--- config.mk ---
export PLATFORM = sky130hd
export DESIGN_NAME = ppoll_responder
export DESIGN_NICKNAME = d
export VERILOG_FILES = /design/src/rtl/ppr_pkg.sv /design/src/rtl/ppr_mask_reg.sv /design/src/rtl/ppr_config.sv /design/src/rtl/ppr_drive.sv /design/src/rtl/ppoll_responder.sv
export SDC_FILE = /design/constraint.sdc
export NUM_CORES = 1
export LEC_CHECK = 0
export BUFFER_PORTS_ARGS = -buffer_cell sky130_fd_sc_hd__buf_2
export CAP_MARGIN = 20
export CORE_MARGIN = 4
export CORE_UTILIZATION = 42
export DETAILED_ROUTE_END_ITERATION = 8
export GPL_TIMING_DRIVEN = 0
export PLACE_DENSITY = 0.77
export SYNTH_ARGS = -nofsm -noshare
export SYNTH_HDL_FRONTEND = slang
export SYNTH_SLANG_ARGS = --single-unit
export TNS_END_PERCENT = 30
--- constraint.sdc ---
create_clock -name clk -period 1.6 [get_ports clk]
set_input_delay 0.32 -clock clk [delete_from_list [all_inputs] [get_ports clk]]
set_output_delay 0.32 -clock clk [all_outputs]
set_load 0.1 [all_outputs]
--- src/rtl/ppr_pkg.sv ---
package ppr_pkg;
  localparam int DIO_W = 8;
  localparam int POS_W = $clog2(DIO_W);

  typedef struct packed {
    logic             sense;
    logic [POS_W-1:0] pos;
  } ppr_cfg_t;

  // Enable byte pattern: bits 6:5 = 11, bit 4 = 0, bit 7 free
  function automatic logic is_enable_byte(input logic [7:0] b);
    return (b[6:5] == 2'b11) && !b[4];
  endfunction

  function automatic ppr_cfg_t decode_cfg(input logic [7:0] b);
    ppr_cfg_t c;
    c.sense = b[3];
    c.pos   = b[POS_W-1:0];
    return c;
  endfunction

  function automatic logic masked_any(input logic [DIO_W-1:0] m, input logic [DIO_W-1:0] s);
    return |(m & s);
  endfunction
endpackage

--- src/rtl/ppr_mask_reg.sv ---
module ppr_mask_reg #(
  parameter int W = 8
) (
  input  logic         clk,
  input  logic         rst_n,
  input  logic         wr,
  input  logic [W-1:0] wdata,
  output logic [W-1:0] mask
);
  always_ff @(posedge clk) begin
    if (!rst_n)  mask <= '0;
    else if (wr) mask <= wdata;
  end

  assert_mask_write_R2: assert property (@(posedge clk) disable iff (!rst_n)
    wr |=> mask == $past(wdata));
endmodule

--- src/rtl/ppr_config.sv ---
module ppr_config
  import ppr_pkg::*;
(
  input  logic       clk,
  input  logic       rst_n,
  input  logic       ppc_cmd,
  input  logic       cmd_valid,
  input  logic [7:0] cmd_byte,
  input  logic       disable_i,
  output logic       configured,
  output ppr_cfg_t   cfg
);
  logic armed;
  logic byte_ok;
  logic load;

  assign byte_ok = is_enable_byte(cmd_byte);
  assign load    = armed && cmd_valid && byte_ok && !disable_i;

  always_ff @(posedge clk) begin
    if (!rst_n || disable_i) armed <= 1'b0;
    else if (ppc_cmd)        armed <= 1'b1;
    else if (cmd_valid)      armed <= 1'b0;
  end

  always_ff @(posedge clk) begin
    if (!rst_n) begin
      configured <= 1'b0;
      cfg        <= '0;
    end else if (disable_i) begin
      configured <= 1'b0;
    end else if (load) begin
      configured <= 1'b1;
      cfg        <= decode_cfg(cmd_byte);
    end
  end

  assert_unarmed_ignored_R4: assert property (@(posedge clk) disable iff (!rst_n)
    (cmd_valid && !armed && !disable_i) |=> ($stable(configured) && $stable(cfg)));
  assert_badbyte_ignored_R5: assert property (@(posedge clk) disable iff (!rst_n)
    (cmd_valid && !is_enable_byte(cmd_byte) && !disable_i) |=> ($stable(configured) && $stable(cfg)));
  assert_disable_clears_R8: assert property (@(posedge clk) disable iff (!rst_n)
    disable_i |=> !configured);
endmodule

--- src/rtl/ppr_drive.sv ---
module ppr_drive
  import ppr_pkg::*;
(
  input  logic             clk,
  input  logic             rst_n,
  input  logic             poll_active,
  input  logic             configured,
  input  ppr_cfg_t         cfg,
  input  logic [DIO_W-1:0] mask,
  input  logic [DIO_W-1:0] status_byte,
  output logic             ist,
  output logic [DIO_W-1:0] dio_oe,
  output logic             dio_level
);
  logic respond;

  assign ist     = masked_any(mask, status_byte);
  assign respond = poll_active && configured && (ist == cfg.sense);

  for (genvar i = 0; i < DIO_W; i++) begin : g_line
    assign dio_oe[i] = respond && (cfg.pos == i[POS_W-1:0]);
  end

  assign dio_level = respond;

  assert_single_line_R7: assert property (@(posedge clk) disable iff (!rst_n)
    $onehot0(dio_oe));
  assert_quiet_off_poll_R7: assert property (@(posedge clk) disable iff (!rst_n)
    !poll_active |-> (dio_oe == '0));
  assert_no_drive_unconfigured_R6: assert property (@(posedge clk) disable iff (!rst_n)
    !configured |-> !dio_level);
endmodule

--- src/rtl/ppoll_responder.sv ---
module ppoll_responder
  import ppr_pkg::*;
(
  input  logic       clk,
  input  logic       rst_n,
  input  logic       mask_wr,
  input  logic [7:0] mask_wdata,
  output logic [7:0] mask_rdata,
  input  logic [7:0] status_byte,
  input  logic       ppc_cmd,
  input  logic       cmd_valid,
  input  logic [7:0] cmd_byte,
  input  logic       ppc_disable,
  input  logic       poll_active,
  output logic       ist,
  output logic [7:0] dio_oe,
  output logic       dio_level
);
  logic     configured;
  ppr_cfg_t cfg;

  ppr_mask_reg #(.W(DIO_W)) u_mask (
    .clk(clk), .rst_n(rst_n), .wr(mask_wr), .wdata(mask_wdata), .mask(mask_rdata)
  );

  ppr_config u_cfg (
    .clk(clk), .rst_n(rst_n), .ppc_cmd(ppc_cmd), .cmd_valid(cmd_valid),
    .cmd_byte(cmd_byte), .disable_i(ppc_disable), .configured(configured), .cfg(cfg)
  );

  ppr_drive u_drv (
    .clk(clk), .rst_n(rst_n), .poll_active(poll_active), .configured(configured),
    .cfg(cfg), .mask(mask_rdata), .status_byte(status_byte), .ist(ist),
    .dio_oe(dio_oe), .dio_level(dio_level)
  );
endmodule

**Word-level counts from Yosys, hierarchy flattened**

Index checks and enable logic that the tools add are counted.

- Multiplexer cells: 2
- Equal/unequal tests: 9
- Bitwise operators: 3
- Reduce and logical (&&, ||, !) cells: 23

Operators by type and width:

| operator | count |
|---|---|
| $logic_and A1 B1 Y1 | 14 |
| $eq A3 B3 Y1 const B | 4 |
| $and A8 B8 Y8 | 1 |
| $reduce_or A8 Y1 | 1 |
| $eq A3 B2 Y1 const B | 2 |
| $eq A3 B1 Y1 const B | 1 |
| $logic_not A1 Y1 | 3 |
| $logic_not A3 Y1 | 1 |
| $eq A2 B2 Y1 const B | 1 |
| $mux W1 | 2 |
| $not A1 Y1 | 2 |
| $reduce_and A2 Y1 | 1 |
| $reduce_bool A2 Y1 | 1 |
| $reduce_or A2 Y1 | 1 |
| $eq A1 B1 Y1 | 1 |
| $logic_or A1 B1 Y1 | 1 |

- Output and inout port bits: 18
- Bits in registers: 14

**Longest topological paths before layout**

Gate-level depths: netlist of run 1.

- Depth in word-level cells: 5
- Depth in mapped cells: 4

**Cells and area by module**

Synthesis of run 1 repeated with hierarchy kept, for this count alone.

- Cells, all modules: 93
- Area total of the unflattened synthesis: 860.8 sq um

By module, submodules not included:

| module | times used | seq. area each (sq um) | cells an instance | area each (sq um) |
|---|---|---|---|---|
| ppr_mask_reg | 1 | 160.2 | 25 | 301.5 |
| ppr_drive | 1 | 0.0 | 42 | 295.3 |
| ppr_config | 1 | 120.1 | 26 | 264.0 |

**Least setup slack after synthesis of run 1**

OpenSTA, ideal clock, no wires.

- Kind: flip-flop to output port
- From: register u_mask.mask[2]
- To: output dio_level
- Arrival time: 3024 ps
- Stages on the path, launching flop included: 5
- Required time: 1280 ps
- Setup slack: -1744 ps
- Cell sequence: dfxtp_1 > a22oi_1 > and4_4 > buf_12 > mux2i_1

- Cells in the longest elaborated chain, start to end: 4

Ends and longest elaborated chain:

| what | RTL line | source |
|---|---|---|
| from (decl) | ppr_mask_reg.sv:8 | `output logic [W-1:0] mask` |
| from (signal assigned) | ppr_mask_reg.sv:12 | `else if (wr) mask <= wdata;` |
| $and A8 B8 Y8 | ppr_pkg.sv:23 | `return \|(m & s);` |
| $reduce_or A8 Y1 | ppr_pkg.sv:23 |  |
| $eq A1 B1 Y1 | ppr_drive.sv:18 | `assign respond = poll_active && configured && (ist == cfg.sense);` |
| $logic_and A1 B1 Y1 | ppr_drive.sv:18 |  |
| to (decl) | ppoll_responder.sv:17 | `output logic dio_level` |

No other way between the ends.

**Worst setup path in the final report of run 1**

- From: register u_mask.mask[6]
- To: output dio_oe[5]

- Cells in the longest elaborated chain, start to end: 5

Ends and longest elaborated chain:

| what | RTL line | source |
|---|---|---|
| $and A8 B8 Y8 | ppr_pkg.sv:23 |  |
| $reduce_or A8 Y1 | ppr_pkg.sv:23 |  |
| $eq A1 B1 Y1 | ppr_drive.sv:18 |  |
| $logic_and A1 B1 Y1 | ppr_drive.sv:18 |  |
| $logic_and A1 B1 Y1 | ppr_drive.sv:21 | `assign dio_oe[i] = respond && (cfg.pos == i[POS_W-1:0]);` |
| to (decl) | ppoll_responder.sv:16 | `output logic [7:0] dio_oe,` |

No other way between the ends.

==> key figures, run 1 <==
STA
  • RSZ-0062 raised after global routing: true
  • Period utilization: 126%
  • Highest clock rate: 0.494 GHz
  • Slew HR: about two thirds
  • Setup ws final: -0.424 ns
  • Tmin final: slightly above 2 ns
  • Slew Limit Fails: 0
  • Worst Skew: around 0.00012 ns
  • Worst hold slack: about 0.24 ns
  • Final Hold Fails: 0
  • Worst slew pin tran: ~0.49 ns
  • TNS Setup: -3.81 ns
  • # setup viols final: 10

Layout
  • Fillers: ~150
  • Nets: 180
  • Layout cells sized above 1: between 50% and 60%
  • Most frequent cells in the layout: buf_2, nand3_1, nor2b_1
  • Commonest non-fill, non-tap cell in the layout: buf_2
  • Area Overhead vs Synth: 74.9%
  • Fin cells: 175
  • Diode count: 0

Detailed routing
  • Vias per cell: ~5.3
  • Avg WL per Cell: about 13 um
  • Antenna-violating nets left: 0
  • First-pass DRT Iterations: 4
  • Detailed Route Iter0 Violations: 11
  • DRC viols: 0
  • Vias: 931
  • Final wirelength: 2350 um

Global routing
  • First-pass GRT wire length: between 3000 and 4000 um
  • Total track usage: between 10% and 20%
  • Antenna violations before repair: 0
  • GR Overflow Total: 0
  • Vias in the first global route: 844
  • Largest net degree at the start of global routing: 11

CTS
  • H-Tree Depth: 1
  • CTS buffer count: 3
  • CTS hold repair buffers: 0
  • Clock sinks: 14
  • CTS tree: built
  • Clk_lat worst skew: roughly 0.27 ns
  • Clock Path Buffers: 2
  • Reg clk slew, reported paths: roughly 0.080 ns
  • Root buffer cell: clkbuf_4

Placed design
  • Placer congestion estimate: 0.803
  • Buffers added on ports: between 40 and 50
  • Dpl cells: ~170
  • Pre-CTS setup slack: -0.467 ns
  • Final HPWL DP: roughly 1700 um

Floorplanning
  • Die area: approximately 0.0028 sq mm
  • Initial Util: approximately 44%
  • Core box area: approximately 0.002 sq mm
  • Die W: 53.0 um
  • Overall die height: 53.0 um
  • Number of top-level pins: between 40 and 50
  • Floorplan row count: 16

Power and ir drop
  • Peak VDD IR: around 0.6 mV
  • Power Density: 623 mW/mm^2
  • Leak: around 0.6 nW

Logic synthesis
  • Post-synthesis sequential area ratio: around a third
  • Post-Syn Area: 851 sq um
  • Mean Syn Cell Area: approximately 9 sq um
  • FF+latch count, synth: 14
  • Synth Warn #: 0
  • Post-Synthesis Cells: 95
  • Syn nets: 126
  • Synth cell types: 24

Worst setup path
  • Worst path slowest cell: dfxtp_4
  • Worst stage delay on the critical path: ~0.35 ns
  • CP Capture Type: output pin
  • Crit. Startpoint: u_mask.mask[6]$_SDFFE_PN0P_
  • Worst path cell trace: a22oi_2 -> and4_4 -> buf_16 -> mux2i_4 -> buf_12
  • RR Startpoint: u_cfg.armed$_SDFFE_PP0P_
  • CP Max Fanout: 5
  • CP Class: reg -> out
  • Worst EP required: between 1 and 1.5 ns
  • Data arrival, critical path: roughly 1.7 ns
  • Critical Path Start Type: register

Worst hold path
  • Hold WC Path Type: in -> reg
  • Hold Crit Start: ppc_disable

Outcome
  • Failing checks: setup timing
  • Status: complete, but fails checks

Run
  • Max-cap viol count: 0
## cell families (layout without fill, tap and decap cells)
kind of cell	Yosys count	after routing	share of synthesized area (%)
buffers and inverters	6	59	4.85
AND/OR/NAND/NOR	44	44	31.6
multiplexers	17	17	20.0
AO/OA/AOI/OAI	14	14	10.6
flip-flops	14	14	32.9
## worst max-delay path: cells and delay by family, from the launching register on
family,cells,cell delay (ns)
buf+inv,2,0.35
flops,1,0.35
compound gates,1,0.16
simple gates,1,0.30
mux,1,0.27
## report_power, final
part / switching (mW) / internal (mW) / total [mW] / leakage (nW)
Combinational: 0.211 / 0.144 / 0.355 / 0.466
Sequential: 0.0116 / 0.357 / 0.368 / 0.120
Clock: 0.108 / 0.0965 / 0.204 / 0.0150
## metrics by stage
| stage | util [%] | cell area (sq um) | total power, mW |
|---|---|---|---|
| 6_report | 76.6 | 1490 | 0.927 |
| 5_1_grt | 76.6 | 1490 | 0.969 |
| 4_1_cts | 76.6 | 1490 | 0.931 |
| 3_5_place_dp | 64.8 | 1260 | 0.684 |
| 3_3_place_gp | 64.8 | 1260 | 0.681 |
| 2_1_floorplan | - | 993 | 0.621 |
## cell usage after synthesis, drive strengths merged
library cell / number / area, sq um
and4bb: 1 / 12.5
nand2b: 1 / 6.26
mux2i: 17 / 170
and3b: 1 / 8.76
buf: 3 / 30.0
nand3: 13 / 65.1
and4b: 2 / 20.0
clkbuf: 1 / 3.75
a21boi: 4 / 30.0
o21ai: 4 / 20.0
a22oi: 4 / 30.0
dfxtp: 14 / 280
nor2b: 11 / 68.8
nand4: 2 / 12.5
nand2: 6 / 22.5
inv: 2 / 7.51
nor2: 1 / 3.75
nand3b: 1 / 7.51
nand4b: 1 / 8.76
and3: 1 / 6.26
a21oi: 2 / 10.0
nor3b: 2 / 15.0
and4: 1 / 11.3
## sequential cells by signal (all words and copies together) (netlist names)
name	flops
u_cfg.cfg	4
u_cfg.configured	1
u_cfg.armed	1
u_mask.mask	8
## final cells by class
class	instances	area, sq um	area share (%)
Tap cell	27	33.8	2.27
Clock buffer	4	26.3	1.77
Timing Repair Buffer	49	414	27.8
Sequential cell	14	310	20.9
Multi-Input combinational cell	75	662	44.5
Inverter	2	7.51	0.505
Buffer	4	33.8	2.27
## final timing paths
kind | to | slack (ns) | cells past startpoint
hold / removal | u_cfg.configured$_SDFFE_PP0P_ | 0.24 | 2
setup reg to reg | u_cfg.cfg[0]$_SDFFE_PN0P_ | 0.63 | 3
hold reg to reg | u_cfg.cfg[2]$_SDFFE_PN0P_ | 0.52 | 2
setup / recovery | dio_oe[5] | -0.42 | 5
## routing by layer
metal	routed length (um)	up-vias	global-route usage, %
li1	-	457	-
met1	920	443	20.0
met2	1280	27	33.3
met3	119	4	2.54
met4	25	0	5.11
met5	0	-	0
## what timing repair did
item,in CTS,in global routing
gates resized for setup,43,0
setup endpoints to repair,10,10
gates cloned,1,0
setup buffers,2,0
pin swaps,1,0
endpoints found under the hold margin,0,0
No activity file was read; power rests on OpenSTA's default activity.
==> run 2: changes to the inputs <==
--- a/config.mk
+++ b/config.mk
@@ -6,11 +6,11 @@
 export NUM_CORES = 1
 export LEC_CHECK = 0
 export BUFFER_PORTS_ARGS = -buffer_cell sky130_fd_sc_hd__buf_2
-export CAP_MARGIN = 20
 export CORE_MARGIN = 4
 export CORE_UTILIZATION = 42
 export DETAILED_ROUTE_END_ITERATION = 8
 export GPL_TIMING_DRIVEN = 0
+export MAX_ROUTING_LAYER = met4
 export PLACE_DENSITY = 0.77
 export SYNTH_ARGS = -nofsm -noshare
 export SYNTH_HDL_FRONTEND = slang
==> run 2 against run 1 <==
Net effect:
- the run still ends with setup timing left
- die area did not move
- sequential power barely moved
- via count fell by 0.43%
- count of clock-buffer cells in the layout did not move
- worst setup slack got worse by 0.0042 ns
- register-to-register slack barely moved
- routed wire length fell by 0.47%
- largest power group unchanged
- flip-flop and latch count did not move
- core utilization did not move
- critical endpoint unchanged
- clock skew did not move
==> key figures, run 2 (synthesis gave the netlist of run 1 again) <==
Outcome
  • Status: complete, but fails checks (unchanged)
  • Failing checks: setup timing (unchanged)

Power and ir drop
  • Power Density: 623 mW/mm^2 (about the same)
  • Peak VDD IR: 0.586 mV (about the same)
  • Total Power: 927 uW (about the same)
  • Leak: 0.601 nW (unchanged)

CTS
  • Clock Path Buffers: 2 (unchanged)
  • Root buffer cell: clkbuf_4 (unchanged)
  • H-Tree Depth: 1 (unchanged)
  • Clock sinks: 14 (unchanged)
  • Reg clk slew, reported paths: 0.08 ns (about the same)
  • CTS buffer count: 3 (unchanged)
  • Clk_lat worst skew: 0.27 ns (about the same)
  • CTS hold repair buffers: 0 (unchanged)
  • CTS tree: built (unchanged)

Floorplanning
  • Number of top-level pins: 49 (unchanged)
  • Floorplan row count: 16 (unchanged)
  • Die area: 0.00281 sq mm (unchanged)
  • Overall die height: 53.0 um (unchanged)
  • Initial Util: 43.8% (unchanged)
  • Core box area: 0.00194 sq mm (unchanged)
  • Die W: 53.0 um (unchanged)

STA
  • Period utilization: 127% (was 126%)
  • Slew Limit Fails: 0 (unchanged)
  • Tmin final: 2.03 ns (was 2.02 ns)
  • Worst Skew: 0.000118 ns (unchanged)
  • Worst slew pin tran: 0.491 ns (about the same)
  • Final Hold Fails: 0 (unchanged)
  • # setup viols final: 10 (unchanged)
  • Setup ws final: -0.428 ns (was -0.424 ns)
  • Highest clock rate: 0.493 GHz (was 0.494 GHz)
  • Slew HR: 67.5% (about the same)
  • RSZ-0062 raised after global routing: true (unchanged)

Detailed routing
  • Detailed Route Iter0 Violations: 17 (was 11)
  • Avg WL per Cell: 13.3 um (was 13.4 um)
  • Vias per cell: 5.30 (was 5.32)
  • First-pass DRT Iterations: 4 (unchanged)
  • Vias: 927 (was 931)
  • DRC viols: 0 (unchanged)
  • Final wirelength: 2340 um (was 2350 um)
  • Antenna-violating nets left: 0 (unchanged)

Worst setup path
  • CP Max Fanout: 5 (unchanged)
  • CP Class: reg -> out (unchanged)
  • CP Capture Type: output pin (unchanged)
  • Data arrival, critical path: 1.71 ns (was 1.70 ns)
  • Worst EP required: 1.28 ns (about the same)
  • Critical Path Start Type: register (unchanged)

Placed design
  • Buffers added on ports: 46 (unchanged)
  • Placer congestion estimate: 0.815 (was 0.803)
  • Final HPWL DP: 1700 um (unchanged)

Global routing
  • GR Overflow Total: 0 (unchanged)
  • Largest net degree at the start of global routing: 11 (unchanged)
  • Vias in the first global route: 845 (was 844)
  • First-pass GRT wire length: 3620 um (unchanged)
  • Total track usage: 18.1% (was 17.6%)
  • Antenna violations before repair: 0 (unchanged)

Layout
  • Largest registers: u_mask.mask: 8 flops, u_cfg.cfg: 4 flops (unchanged)
  • Most frequent cells in the layout: buf_2, nand3_1, nor2b_1 (unchanged)
  • Max reg flops: 8 (unchanged)
  • Diode count: 0 (unchanged)
  • Biggest register: u_mask.mask (unchanged)
  • Area Overhead vs Synth: 74.9% (unchanged)
  • Nets: 180 (unchanged)
  • Layout cells sized above 1: 52.7% (unchanged)
  • Fillers: 147 (unchanged)
  • Commonest non-fill, non-tap cell in the layout: buf_2 (unchanged)
  • Final Util: 76.6% (unchanged)

Run
  • Max-cap viol count: 0 (unchanged)

Worst hold path
  • Hold WC Path Type: in -> reg (unchanged)
[run 2: stage by stage]
step | hold WS [ns] | cells | setup WS, ns | area (sq um) | setup TNS (ns)
6_report | 0.240 | 175 | -0.428 | 1490 | -3.83
5_1_grt | 0.236 | 175 | -0.488 | 1490 | -4.44
4_1_cts | 0.235 | 175 | -0.418 | 1490 | -3.80
3_5_place_dp | 0.514 | 168 | -0.467 | 1260 | -4.22
3_3_place_gp | 0.498 | 168 | -0.463 | 1260 | -4.18
2_1_floorplan | 0.396 | 95 | -0.468 | 993 | -4.56
[run 2: cell type report]
type / instances / area (sq um) / share of cell area, %
flip-flops and latches: 14 / 310 / 20.9
multi-input cells: 75 / 662 / 44.5
plain buffers: 4 / 33.8 / 2.27
inverters: 2 / 7.51 / 0.505
repair buffers: 49 / 414 / 27.8
clock buffers: 4 / 26.3 / 1.77
well taps: 27 / 33.8 / 2.27
[run 2: path summary, 6_finish.rpt]
path                                                 endpoint  cells past startpoint                        start  slack, ns
worst max-delay path                                dio_oe[5]                      5  u_mask.mask[6]$_SDFFE_PN0P_      -0.43
worst min register to register      u_cfg.cfg[2]$_SDFFE_PN0P_                      2    u_cfg.cfg[2]$_SDFFE_PN0P_       0.52
worst max register to register      u_cfg.cfg[0]$_SDFFE_PN0P_                      3     u_cfg.armed$_SDFFE_PP0P_       0.63
worst min-delay path            u_cfg.configured$_SDFFE_PP0P_                      2                  ppc_disable       0.24
[run 2: critical path: stages, from the launching register on]
cell	delay (ns)
dfxtp_4	0.35
a22oi_2	0.16
and4_4	0.30
buf_16	0.15
mux2i_4	0.27
buf_12	0.20
[run 2: timing repair]
action,CTS,global route
pin swaps,1,0
buffers inserted,2,0
setup endpoints to repair,10,10
gates cloned,1,0
gates resized for setup,43,0
[run 2: power breakdown]
| part | switching, mW | leakage [nW] | internal, mW |
|---|---|---|---|
| clock | 0.108 | 0.0150 | 0.0965 |
| combinational | 0.210 | 0.466 | 0.144 |
| sequential | 0.0116 | 0.120 | 0.357 |
[run 2: metal layers]
metal	vias up	part of all wire [%]	track usage, %	wire length [um]
li1	457	-	-	-
met1	434	38	20.3	893
met2	32	55	33.1	1280
met3	4	6.0	2.54	140
met4	0	1.1	5.11	25
met5	-	0	-	0
==> run 3: changes to the inputs <==
==> constraint.sdc (replaced) <==
create_clock -name clk -period 2.2 [get_ports clk]
set_input_delay 0.44 -clock clk [delete_from_list [all_inputs] [get_ports clk]]
set_output_delay 0.44 -clock clk [all_outputs]
set_load 0.1 [all_outputs]
==> run 3 against run 2 <==
Net effect:
- the run now ends clean
- worst setup slack better by 0.47 ns
- hold slack gained 0.11 ns
- sequential power is 27% lower
- clock power is 27% lower
- largest cell class unchanged
- largest power group unchanged
==> key figures, run 3 (synthesis gave the netlist of run 1 again) <==
Outcome
  • Status: finished clean (was complete, but fails checks)

Floorplanning
  • Core box area: 0.00194 sq mm (unchanged)
  • Floorplan row count: 16 (unchanged)
  • Overall die height: 53.0 um (unchanged)
  • Number of top-level pins: 49 (unchanged)
  • Die W: 53.0 um (unchanged)
  • Initial Util: 43.8% (unchanged)
  • Die area: 0.00281 sq mm (unchanged)

Power and ir drop
  • Internal power: 425 uW (was 597 uW)
  • Sw frac: 35.5% (was 35.6%)
  • Peak VDD IR: 0.388 mV (was 0.586 mV)
  • Sequential power share: 40.5% (was 39.7%)
  • Net Sw Power: 233 uW (was 330 uW)
  • Power Density: 457 mW/mm^2 (was 623 mW/mm^2)
  • Power share of the clock group: 22.7% (was 22.0%)
  • Total Power: 658 uW (was 927 uW)
  • Leak: 0.589 nW (was 0.601 nW)
  • Combinational power share: 36.8% (was 38.2%)

Worst hold path
  • Worst hold path cell count: 2 (unchanged)
  • Hold WC Path Type: in -> reg (unchanged)
  • Sink of the worst hold path: u_cfg.configured$_SDFFE_PP0P_ (unchanged)
  • Hold Crit Start: ppc_disable (unchanged)

Worst setup path
  • FF-to-FF path depth: 3 (unchanged)
  • RR Startpoint: u_cfg.armed$_SDFFE_PP0P_ (unchanged)
  • FF-to-FF End: u_cfg.cfg[2]$_SDFFE_PN0P_ (was u_cfg.cfg[0]$_SDFFE_PN0P_)
  • CP Capture Type: output pin (unchanged)
  • Reg2reg setup slack: 1.23 ns (was 0.63 ns)
  • CP Max Fanout: 5 (unchanged)
  • Data arrival, critical path: 1.72 ns (was 1.71 ns)
  • CP Class: reg -> out (unchanged)
  • Worst EP required: 1.76 ns (was 1.28 ns)
  • Critical Path Start Type: register (unchanged)

Layout
  • Commonest non-fill, non-tap cell in the layout: buf_2 (unchanged)
  • Biggest register: u_mask.mask (unchanged)
  • Area Overhead vs Synth: 69.4% (was 74.9%)
  • Diode count: 0 (unchanged)
  • Reg area: 310 sq um (unchanged)
  • Final Util: 74.2% (was 76.6%)
  • Most frequent cells in the layout: buf_2, nand3_1, nor2b_1 (unchanged)
  • Fillers: 157 (was 147)
  • Layout cells sized above 1: 50.3% (was 52.7%)
  • Nets: 179 (was 180)
  • Max reg flops: 8 (unchanged)
  • Largest registers: u_mask.mask: 8 flops, u_cfg.cfg: 4 flops (unchanged)
  • Multi-input gate area in the final layout: 647 sq um (was 662 sq um)

Detailed routing
  • Detailed Route Iter0 Violations: 15 (was 17)
  • Vias per cell: 5.24 (was 5.30)
  • DRC viols: 0 (unchanged)
  • Avg WL per Cell: 12.9 um (was 13.3 um)
  • Final wirelength: 2240 um (was 2340 um)
  • First-pass DRT Iterations: 4 (unchanged)
  • Vias: 912 (was 927)
  • Antenna-violating nets left: 0 (unchanged)

Placed design
  • Final HPWL DP: 1690 um (was 1700 um)
  • Buffers added on ports: 46 (unchanged)
  • Placer congestion estimate: 0.815 (unchanged)

CTS
  • CTS tree: built (unchanged)
  • Clk_lat worst skew: 0.27 ns (about the same)
  • Clock sinks: 14 (unchanged)
  • Root buffer cell: clkbuf_4 (unchanged)
  • Clock Path Buffers: 2 (unchanged)
  • CTS hold repair buffers: 0 (unchanged)
  • H-Tree Depth: 1 (unchanged)
  • Reg clk slew, reported paths: 0.08 ns (about the same)
  • CTS buffer count: 3 (unchanged)

Global routing
  • Vias in the first global route: 818 (was 845)
  • Antenna violations before repair: 0 (unchanged)
  • Largest net degree at the start of global routing: 11 (unchanged)
  • GR Overflow Total: 0 (unchanged)
  • Total track usage: 15.5% (was 18.1%)
  • First-pass GRT wire length: 3210 um (was 3620 um)

STA
  • # setup viols final: 0 (was 10)
  • Highest clock rate: roughly 0.46 GHz
  • Tmin final: roughly 2.2 ns
  • Slew HR: 67.5% (about the same)
  • Worst slew pin tran: 0.490 ns (was 0.491 ns)
  • RSZ-0062 raised after global routing: true (unchanged)
  • Worst Skew: 0.000274 ns (was 0.000118 ns)
  • Slew Limit Fails: 0 (unchanged)
  • Final Hold Fails: 0 (unchanged)
  • Period utilization: a little over nine tenths

Run
  • Max-cap viol count: 0 (unchanged)
## run 3: layer usage
layer,track usage [%],part of all wire [%],routed length (um),up-vias
met5,-,0,0,-
met4,6.81,2.0,44,0
met2,27.9,56,1250,31
met1,17.1,36,813,417
met3,1.69,5.6,126,6
li1,-,-,-,458
## run 3: worst max-delay path by stage
stage | slack (ns) | startpoint | depth (start not counted) | endpoint
2_1_floorplan | 0.01 | u_mask.mask[2]$_SDFFE_PN0P_ | 4 | dio_level
3_3_place_gp | -0.10 | status_byte[0] | 6 | dio_oe[7]
3_5_place_dp | -0.11 | status_byte[0] | 6 | dio_oe[0]
4_1_cts | -0.001 | u_mask.mask[0]$_SDFFE_PN0P_ | 5 | dio_oe[0]
5_1_grt | -0.02 | u_mask.mask[1]$_SDFFE_PN0P_ | 5 | dio_oe[7]
6_report | 0.04 | u_mask.mask[6]$_SDFFE_PN0P_ | 5 | dio_oe[7]
## run 3: power groups by stage
stage / logic, mW / clock network (mW) / registers [mW]
after detailed placement: 0.225 / 0 / 0.272
after global placement: 0.224 / 0 / 0.272
after CTS: 0.225 / 0.153 / 0.267
after global routing: 0.254 / 0.165 / 0.268
final: 0.242 / 0.149 / 0.267
after floorplan: 0.117 / 0 / 0.335
## run 3: layout make-up
type | instances | area share [%]
inverters | 2 | 0.521
flip-flops and latches | 14 | 21.5
well taps | 27 | 2.34
repair buffers | 48 | 26.6
plain buffers | 4 | 2.34
clock buffers | 4 | 1.82
multi-input cells | 75 | 44.9
## run 3: critical path, stage by stage, from the launching register on
cell and delay [ns]:
dfxtp_4 0.35, a22oi_1 0.17, and4_4 0.29, clkbuf_16 0.17
mux2i_4 0.25, buf_12 0.20
## run 3: through the flow
stage	cell area (sq um)	TNS, ns	std cells	hold slack [ns]	setup slack (ns)
after CTS	1370	-0.00142	172	0.350	-0.00142
final	1440	0	174	0.353	0.0393
after global placement	1260	-0.823	168	0.498	-0.103
after global routing	1440	-0.0352	174	0.356	-0.0207
after detailed placement	1260	-0.914	168	0.512	-0.111
after floorplan	993	0	95	0.479	0.0123
## run 3: repair_timing
action	CTS	global route
endpoints found under the setup margin	9	9
pin swaps	0	1
gates cloned	0	1
buffers inserted	0	1
resized for setup	26	8
